--- src/rtl/fold_dec_pkg.sv ---
package fold_dec_pkg;
  localparam int unsigned POP_W = 256;

  function automatic int unsigned pop_cnt(input logic [POP_W-1:0] v);
    int unsigned n;
    n = 0;
    for (int i = 0; i < POP_W; i++) begin
      if (v[i]) n++;
    end
    return n;
  endfunction
endpackage

--- src/rtl/fold_coarse_dec.sv ---
module fold_coarse_dec
  import fold_dec_pkg::*;
#(
  parameter int unsigned CW = 3,
  parameter int unsigned FW = 3,
  localparam int unsigned OW = CW + FW,
  localparam int unsigned N  = (1 << OW) - 1
) (
  input  logic [N-1:0]  therm_i,
  output logic [CW-1:0] seg_o
);
  localparam int unsigned SEG = 1 << FW;
  localparam int unsigned NT  = (1 << CW) - 1;

  logic [NT-1:0] taps;

  // top comparator of each segment forms the coarse thermometer
  for (genvar gi = 0; gi < NT; gi++) begin : g_tap
    assign taps[gi] = therm_i[(gi+1)*SEG-1];
  end

  assign seg_o = CW'(pop_cnt(POP_W'(taps)));
endmodule

--- src/rtl/fold_seg_cnt.sv ---
module fold_seg_cnt
  import fold_dec_pkg::*;
#(
  parameter int unsigned FW = 3,
  localparam int unsigned NF = (1 << FW) - 1
) (
  input  logic [NF-1:0] seg_i,
  output logic [FW-1:0] cnt_o
);
  assign cnt_o = FW'(pop_cnt(POP_W'(seg_i)));
endmodule

--- src/rtl/fold_fine_sel.sv ---
module fold_fine_sel #(
  parameter int unsigned CW = 3,
  parameter int unsigned FW = 3,
  localparam int unsigned NSEG = 1 << CW,
  localparam int unsigned RW   = CW + FW + 2
) (
  input  logic [NSEG-1:0][FW-1:0] cnt_i,
  input  logic [CW-1:0]           sel_i,
  output logic [FW-1:0]           fine_o,
  output logic signed [RW-1:0]    resid_o
);
  localparam int unsigned NF = (1 << FW) - 1;

  logic signed [RW-1:0] acc;

  always_comb begin
    fine_o = cnt_i[sel_i];
    acc    = '0;
    // distance of every other segment from its clean value
    for (int k = 0; k < int'(NSEG); k++) begin
      if (k > int'(sel_i)) begin
        acc = acc + signed'(RW'(cnt_i[k]));
      end else if (k < int'(sel_i)) begin
        acc = acc - signed'(RW'(NF)) + signed'(RW'(cnt_i[k]));
      end
    end
    resid_o = acc;
  end
endmodule

--- src/rtl/fold_therm_dec.sv ---
module fold_therm_dec
  import fold_dec_pkg::*;
#(
  parameter int unsigned CW = 3,
  parameter int unsigned FW = 3,
  localparam int unsigned OW = CW + FW,
  localparam int unsigned N  = (1 << OW) - 1
) (
  input  logic          clk_i,
  input  logic          rst_ni,
  input  logic [N-1:0]  therm_i,
  output logic [OW-1:0] bin_o
);
  localparam int unsigned SEG  = 1 << FW;
  localparam int unsigned NF   = SEG - 1;
  localparam int unsigned NSEG = 1 << CW;
  localparam int unsigned RW   = OW + 2;

  logic [N-1:0]              therm_q;
  logic [OW-1:0]             bin_q;
  logic [CW-1:0]             seg_sel;
  logic [NSEG-1:0][FW-1:0]   seg_cnt;
  logic [FW-1:0]             fine;
  logic signed [RW-1:0]      resid;
  logic signed [RW-1:0]      sum;

  always_ff @(posedge clk_i or negedge rst_ni) begin
    if (!rst_ni) therm_q <= '0;
    else         therm_q <= therm_i;
  end

  fold_coarse_dec #(.CW(CW), .FW(FW)) u_coarse (
    .therm_i (therm_q),
    .seg_o   (seg_sel)
  );

  for (genvar gs = 0; gs < NSEG; gs++) begin : g_seg
    fold_seg_cnt #(.FW(FW)) u_cnt (
      .seg_i (therm_q[gs*SEG +: NF]),
      .cnt_o (seg_cnt[gs])
    );
  end

  fold_fine_sel #(.CW(CW), .FW(FW)) u_fine (
    .cnt_i   (seg_cnt),
    .sel_i   (seg_sel),
    .fine_o  (fine),
    .resid_o (resid)
  );

  // coarse/fine word plus bubble correction
  assign sum = signed'(RW'({seg_sel, fine})) + resid;

  always_ff @(posedge clk_i or negedge rst_ni) begin
    if (!rst_ni) bin_q <= '0;
    else         bin_q <= sum[OW-1:0];
  end

  assign bin_o = bin_q;

  // checks
  logic          q_clean;
  logic [OW-1:0] lo_idx, hi_idx;
  assign q_clean = ((therm_q & (therm_q + 1'b1)) == '0);
  assign lo_idx  = {seg_sel, {FW{1'b0}}} - 1'b1;
  assign hi_idx  = {seg_sel, {FW{1'b1}}};

  p_count_r8: assert property (@(posedge clk_i) disable iff (!rst_ni)
    1'b1 |=> (int'(bin_o) == int'(pop_cnt(POP_W'($past(therm_q))))));

  p_clean_tap_r4: assert property (@(posedge clk_i) disable iff (!rst_ni)
    q_clean |-> (((seg_sel == '0) || therm_q[lo_idx]) &&
                 ((seg_sel == CW'(NSEG-1)) || !therm_q[hi_idx])));

  p_clean_resid_r3: assert property (@(posedge clk_i) disable iff (!rst_ni)
    q_clean |-> (resid == '0));

  p_all_ones_r5: assert property (@(posedge clk_i) disable iff (!rst_ni)
    (therm_q == '1) |=> (bin_o == OW'(N)));

  p_all_zero_r5: assert property (@(posedge clk_i) disable iff (!rst_ni)
    (therm_q == '0) |=> (bin_o == '0));
endmodule

--- config.mk ---
export PLATFORM = sky130hd
export DESIGN_NAME = fold_therm_dec
export DESIGN_NICKNAME = d
export VERILOG_FILES = /design/src/rtl/fold_dec_pkg.sv /design/src/rtl/fold_coarse_dec.sv /design/src/rtl/fold_seg_cnt.sv /design/src/rtl/fold_fine_sel.sv /design/src/rtl/fold_therm_dec.sv
export SDC_FILE = /design/constraint.sdc
export NUM_CORES = 1
export LEC_CHECK = 0
export ABC_AREA = 1
export BUFFER_PORTS_ARGS = -buffer_cell sky130_fd_sc_hd__buf_4
export CORE_MARGIN = 2
export CORE_UTILIZATION = 56
export DETAILED_ROUTE_END_ITERATION = 12
export GPL_TIMING_DRIVEN = 0
export HOLD_SLACK_MARGIN = 0.02
export PLACE_DENSITY = 0.75
export SETUP_SLACK_MARGIN = 0.5
export SLEW_MARGIN = 30
export SYNTH_ARGS = -nofsm -noshare
export SYNTH_HDL_FRONTEND = slang
export SYNTH_HIERARCHICAL = 1
export SYNTH_SLANG_ARGS = --single-unit
--- constraint.sdc ---
create_clock -name clk_i -period 9.9 [get_ports clk_i]
set_clock_uncertainty 0.05 [all_clocks]
set_input_delay 2.475 -clock clk_i [delete_from_list [all_inputs] [get_ports clk_i]]
set_output_delay 2.475 -clock clk_i [all_outputs]
set_load 0.03 [all_outputs]
Word level (Yosys, flattened, before mapping)

Index checks and enable logic that the tools add are counted.

Bits in registers: 69
Latch bits: 0
RAM bits: 0
Memory bits (read-only): 0
Input port bits: 65
Output and inout bits: 6
Word-level logic and storage cells: 171
Memories: 0

$add $sub $neg: 75
Multiply operators: 0
Divide/modulo/power cells: 0
Order comparisons: 15
Eq/ne operators: 0
Shifts and indexed selects: 0
Multiplexer cells: 79
Bitwise gates (word level): 0
Reduce and logical (&&, ||, !) cells: 0

Operators with widths:

| kind                | count |
|---|---|
| $mux 3              | 46 |
| $add 3x1->3 const B | 36 |
| $mux 6              | 14 |
| $add 6x4->6         | 13 |
| $sub 6x4->6 const B | 6 |
| $add 2x1->3 const B | 9 |
| $add 1x1->2 const B | 9 |
| $mux 2              | 9 |
| $gt 3x3->1 const A  | 4 |
| $bmux 3 s3          | 1 |
| $lt 3x3->1 const A  | 3 |
| $mux 1              | 9 |
| $add 6x6->6         | 1 |
| $gt 2x3->1 const A  | 2 |
| $lt 1x3->1 const A  | 2 |
| $lt 2x3->1 const A  | 2 |
| $add 4x4->5 const A | 1 |
| $lt 3x4->1 const B  | 1 |
| $gt 1x3->1 const A  | 1 |

Logic depth before layout (Yosys ltp)

Gate-level depths: netlist (run 1).

Depth after elaboration: 42
Gate-level depth with buffers: 79
Mapped depth without buffers: 79

Cells and area by module

Netlist (run 1), hierarchy kept.

Modules (own cells, without submodules):

| module          | times used | cells an instance | area an instance (sq um) | seq. area each (sq um) |
|---|---|---|---|---|
| fold_fine_sel   | 1          | 553               | 3130.5                   | 0.0 |
| fold_seg_cnt    | 8          | 67                | 364.1                    | 0.0 |
| fold_therm_dec  | 1          | 98                | 1936.9                   | 1726.7 |
| fold_coarse_dec | 1          | 67                | 364.1                    | 0.0 |

Worst setup path before layout (run 1)

Ideal clock, no wire load.

Path kind: register to register
From: register therm_q[7]
To: register bin_q[5] (netlist: bin_o[5])
Library setup time: 116 ps
Data arrival time: 10485 ps
Required time: 9734 ps
Setup slack: -751 ps
Cell stages (with the launch flop): 69
Path buffers: 0
Period minus slack after synthesis: 10651 ps
Cells stage by stage: dfrtp_1 -> inv_1 -> ha_1 -> inv_1 -> nand2_2 -> nand2_1 -> inv_1 -> ha_1 -> or2_1 -> nand2_1 -> inv_1 -> ha_1 -> nand2_1 -> nand2_1 -> ha_1 -> or2_2 -> and2_1 -> ha_1 -> [... 33 more ...] -> ha_1 -> nand2_1 -> inv_1 -> o21ai_0 -> a21oi_1 -> a21oi_1 -> ha_1 -> nand2_1 -> a211oi_1 -> xnor2_1 -> inv_1 -> ha_1 -> nand2_1 -> clkinv_1 -> nand3_2 -> nand2_1 -> nand2_1 -> nand2_1

Cells in the longest elaborated chain, start to end: 42
Elaborated cells between the ends (all ways): 63
Classes of those cells: add/sub: 26; order compare: 14; mux: 23

RTL lines:

| element                | RTL line             | RTL |
|---|---|---|
| from (decl)            | fold_therm_dec.sv:19 | `logic [N-1:0] therm_q;` |
| from (signal assigned) | fold_therm_dec.sv:29 | `else therm_q <= therm_i;` |
| $mux 1 (*)             | fold_dec_pkg.sv:8    | `if (v[i]) n++;` |
| $add 1x1->2            | fold_dec_pkg.sv:8    |  |
| $mux 2 (*)             | fold_dec_pkg.sv:8    |  |
| $add 2x1->3            | fold_dec_pkg.sv:8    |  |
| $mux 3 (*)             | fold_dec_pkg.sv:8    |  |
| $add 3x1->3            | fold_dec_pkg.sv:8    |  |
| $mux 3 (*)             | fold_dec_pkg.sv:8    |  |
| $add 3x1->3            | fold_dec_pkg.sv:8    |  |
| [... 5 more ...]       | n/a                  |  |
| named net seg_sel[2]   | fold_therm_dec.sv:21 | `logic [CW-1:0] seg_sel;` |
| [... 23 more ...]      | n/a                  |  |
| $add 6x4->6            | fold_fine_sel.sv:24  | `acc = acc - signed'(RW'(NF)) + signed'(RW'(cnt_i[k]));` |
| $mux 6                 | fold_fine_sel.sv:23  | `end else if (k < int'(sel_i)) begin` |
| $mux 6                 | fold_fine_sel.sv:21  | `if (k > int'(sel_i)) begin` |
| $add 6x4->6            | fold_fine_sel.sv:22  | `acc = acc + signed'(RW'(cnt_i[k]));` |
| $mux 6 (*)             | fold_fine_sel.sv:21  |  |
| named net resid[4]     | fold_therm_dec.sv:24 | `logic signed [RW-1:0] resid;` |
| $add 6x6->6 (*)        | fold_therm_dec.sv:52 | `assign sum = signed'(RW'({seg_sel, fine})) + resid;` |
| named net sum[5]       | fold_therm_dec.sv:25 | `logic signed [RW-1:0] sum;` |
| to (signal assigned)   | fold_therm_dec.sv:56 | `else bin_q <= sum[OW-1:0];` |
| to (decl)              | fold_therm_dec.sv:20 | `logic [OW-1:0] bin_q;` |

Mark *: on every way through the listed nets, which the timed path passes. The rest lies on a longest branch. The select of a mux whose other input is x is not followed.

Worst setup path in the final report (run 1)

Ends and elaborated chain as after synthesis.

==> out/summary.txt, run 1 <==
outcome = finished, violations left
failing checks = setup timing
Worst Tran Pin Value = 0.858 ns
Port Buffer Count = 70
Vias = 7,698
RSZ-0062 raised after global routing = yes
critical path peak fanout = 4
Routed WL = 18,700 um
cts hold-fix bufs = 0
Cells after Synth = 1,167
Die Width = 123 um
DP Wirelength = 13,600 um
Min Clock Period, post-route = 10.13 ns
CTS H-tree lvls = 3
Worst Hold Class = reg2reg
Net count, final = 1,481
CTS Buffer Depth = 2
commonest non-fill, non-tap cells in the layout = nand2_1 (290), inv_1 (176), nand3_1 (138)
setup_tns = -0.486 ns
CORE AREA = 0.0139 mm^2
endpoints failing hold = 0
# DRC = 0
initial antenna violation count = 0
Layout fillers = 1,130
share of cells above drive strength 1 = 0.309
Post-Syn Area = 0.00797 mm^2
net count after synthesis = 1,335
area of the multi-input gates = 0.00582 mm^2
Root Driver = clkbuf_16
crit start category = register
storage element area = 0.00173 mm^2
worst endpoint required time = 10.07 ns
post-route setup slack = -0.226 ns
Clock transition at path regs = 0.06 ns
number of detailed-route iterations in the first pass = 5
WL/cell = 12.5 um
post-route ant nets = 0
global-route wire length before repair = 30,300 um
max frequency = 98.8 MHz
Overflow after GRT = 0
R2R Setup Slk = -0.23 ns
Slew Viols, Final = 0
Die H = 123 um
largest net degree at the start of global routing = 70
vias in the first global route = 6,960
Syn Area/Cell = 6.83 um^2
Worst path max stage delay = 0.53 ns
Setup crit end kind = register
row count = 43
area growth from synthesis to layout = 25.5%
cts bufs inserted = 9
fin crit share = 1.02
clock latency on the worst-skew pair = 0.34 ns
TritonCTS Sinks = 69
DR iter-0 viols = 368
Total GRT Usage = 0.247
CP top delay family = adder cells
max cap viols = 0
DR vias/cell = 5.14
Arr. time, crit path = 10.30 ns
Crit-path slowest cell = fa_2
Crit Path Category = reg2reg
GP Congestion = 0.877
Ys Warns = 6
starting density of the core = 0.574
number of antenna diodes = 0
CP Buf/Inv Count = 12
CTS tree = done
commonest non-fill, non-tap cell in the layout = nand2_1
die area = 0.0152 mm^2
final setup violating endpoints = 3
IO Count = 71
relative slew slack = 0.428
## registers in the layout, indices dropped and copies added, names as in the netlist
register	count
bin_o	6
therm_q	63
## metal layers
metal	vias up	share of wire	GRT usage
met5	-	0	0
li1	3976	-	-
met4	0	0.021	0.0774
met2	191	0.49	0.424
met3	36	0.043	0.0309
met1	3495	0.45	0.325
## worst register-to-register path: cells and delay by family (launching register included)
family	cells	cell delay (ns)
adder cells (fa/ha/maj)	14	4.65
AND/OR/NAND/NOR	24	2.12
AO/OA/AOI/OAI	12	1.56
buffers and inverters	12	0.92
flip-flops	1	0.36
XOR/XNOR	2	0.36
## stage by stage
step	hold WS [ns]	utilization	cell area [um^2]	instances	setup WS, ns
2_1_floorplan	0.716	-	8200	1167	0.419
3_5_place_dp	0.885	0.645	8950	1417	-0.489
4_1_cts	0.948	0.698	9690	1486	-0.119
5_1_grt	1.04	0.720	10000	1498	-0.687
3_3_place_gp	0.875	0.645	8950	1417	-0.328
6_report	0.938	0.720	10000	1498	-0.226
## final timing paths
| check | start | endpoint | cells past startpoint |
|---|---|---|---|
| setup / recovery | therm_q[7] | bin_o[5] | 64 |
| hold / removal | therm_q[62] | bin_o[0] | 6 |
| setup reg to reg | therm_q[7] | bin_o[5] | 64 |
| hold reg to reg | therm_q[62] | bin_o[0] | 6 |
| max in group asynchronous | rst_ni | therm_q[17] | 1 |
| min in group asynchronous | rst_ni | therm_q[7] | 1 |
## layout make-up
| class | instances | share of cell area |
|---|---|---|
| clock buffer | 10 | 0.0229 |
| sequential | 69 | 0.173 |
| buffer | 7 | 0.00451 |
| clock inverter | 6 | 0.00638 |
| tap | 180 | 0.0225 |
| inverter | 224 | 0.0855 |
| timing repair buffer | 135 | 0.104 |
| multi-input combinational | 867 | 0.582 |
## what timing repair did
action                     CTS  global route
gates resized for setup     23            70
pin swaps                   60            60
buffers inserted            53            12
setup endpoints to repair    5             5
Power of run 1 is left out: the tool's default activity adds up to more than one toggle a clock period on the data nets, which glitch-free logic cannot reach.
==> inputs of run 2 (changes only) <==
Settings changed: TNS_END_PERCENT set to 20.
==> out/summary.txt, run 2 (synthesized netlist as in run 1, its figures left out) <==
Clock transition at path regs = 0.06 ns
fin crit share = 1.03
max cap viols = 0
storage element area = 0.00173 mm^2
outcome = finished, violations left
vias in the first global route = 6,645
Port Buffer Count = 70
Slew Viols, Final = 0
CTS Buffer Depth = 2
IO Count = 71
# DRC = 0
Worst Setup SP = therm_q[15]
number of detailed-route iterations in the first pass = 7
worst hold slack = 1.01 ns
Vias = 7,375
DR vias/cell = 5.04
Routed WL = 17,000 um
Overflow after GRT = 0
failing checks = setup timing
critical path peak fanout = 5
Worst Hold Class = reg2reg
global-route wire length before repair = 28,500 um
CORE AREA = 0.0139 mm^2
RSZ-0062 raised after global routing = yes
Crit Path Category = reg2reg
starting density of the core = 0.574
Net count, final = 1,446
R2R Setup Slk = -0.26 ns
max frequency = 98.5 MHz
WL/cell = 11.7 um
cts hold-fix bufs = 0
area of the multi-input gates = 0.00571 mm^2
Die H = 123 um
worst endpoint required time = 10.14 ns
area growth from synthesis to layout = 20.8%
reg-to-reg startpoint = therm_q[15]
GP Congestion = 0.849
Total GRT Usage = 0.232
die area = 0.0152 mm^2
largest net degree at the start of global routing = 70
CTS tree = done
final setup violating endpoints = 5
row count = 43
TritonCTS Sinks = 69
endpoints failing hold = 0
reg2reg end = bin_o[5]
crit start category = register
Arr. time, crit path = 10.39 ns
CTS H-tree lvls = 3
post-route ant nets = 0
Worst Tran Pin Value = 0.871 ns
Root Driver = clkbuf_16
Die Width = 123 um
Worst path max stage delay = 0.49 ns
clock latency on the worst-skew pair = 0.34 ns
Setup crit end kind = register
FF-to-FF path depth = 67
Reg with most FFs = therm_q
post-route setup slack = -0.257 ns
commonest non-fill, non-tap cells in the layout = nand2_1 (300), inv_1 (179), nand3_1 (139)
number of antenna diodes = 0
Layout fillers = 1,151
DR iter-0 viols = 345
Min Clock Period, post-route = 10.16 ns
Crit-path slowest cell = fa_2
CP Capture Point = bin_o[5]
commonest non-fill, non-tap cell in the layout = nand2_1
share of cells above drive strength 1 = 0.269
initial antenna violation count = 0
cts bufs inserted = 9
max reg flops = 63
DP Wirelength = 13,400 um
relative slew slack = 0.419
setup_tns = -0.721 ns
[run 2: cell type report]
| cell class | instances | area share |
|---|---|---|
| clock buffer | 12 | 0.0266 |
| clock inverter | 4 | 0.00572 |
| buffer | 7 | 0.00468 |
| multi-input combinational | 867 | 0.593 |
| timing repair buffer | 100 | 0.0780 |
| tap | 180 | 0.0234 |
| sequential | 69 | 0.179 |
| inverter | 224 | 0.0888 |
[run 2: how the worst min path moves through the flow]
stage | start | endpoint | cells past startpoint
CTS | therm_q[55] | bin_o[4] | 5
global route | therm_q[30] | bin_o[0] | 5
finish | therm_q[30] | bin_o[0] | 5
floorplan | therm_q[55] | bin_o[4] | 4
detailed placement | therm_q[55] | bin_o[4] | 4
global placement | therm_q[55] | bin_o[4] | 4
[run 2: timing repair]
item	in CTS	in global routing
gates resized for setup	10	45
gates cloned	0	0
buffers inserted	12	18
setup endpoints to repair	5	6
pin swaps	15	49
[run 2: metal layers]
layer / up-vias / wire length, um / track usage
li1: 3899 / - / -
met5: - / 0 / 0
met1: 3325 / 8180 / 0.314
met2: 138 / 8050 / 0.391
met4: 0 / 205 / 0.0639
met3: 13 / 611 / 0.0295
[run 2: worst max-delay path: cells and delay by family, from the launching register on]
| kind | cells | cell delay, ns |
|---|---|---|
| xor gates and xnor gates | 1 | 0.15 |
| buffers and inverters | 13 | 0.81 |
| AOI/OAI and AO/OA | 13 | 1.86 |
| and+or+nand+nor | 26 | 2.32 |
| DFF | 1 | 0.36 |
| adders and majority gates | 14 | 4.50 |
[run 2: metrics by stage]
stage                      util  cell area [um^2]  setup WS (ns)  std cells
after floorplan               -              8180          0.418       1167
after global placement    0.643              8930         -0.377       1417
after detailed placement  0.643              8930         -0.508       1417
after CTS                 0.675              9370         -0.156       1445
after global routing      0.694              9630         -0.794       1463
final                     0.694              9630         -0.257       1463
Power of run 2 is left out for the same reason.
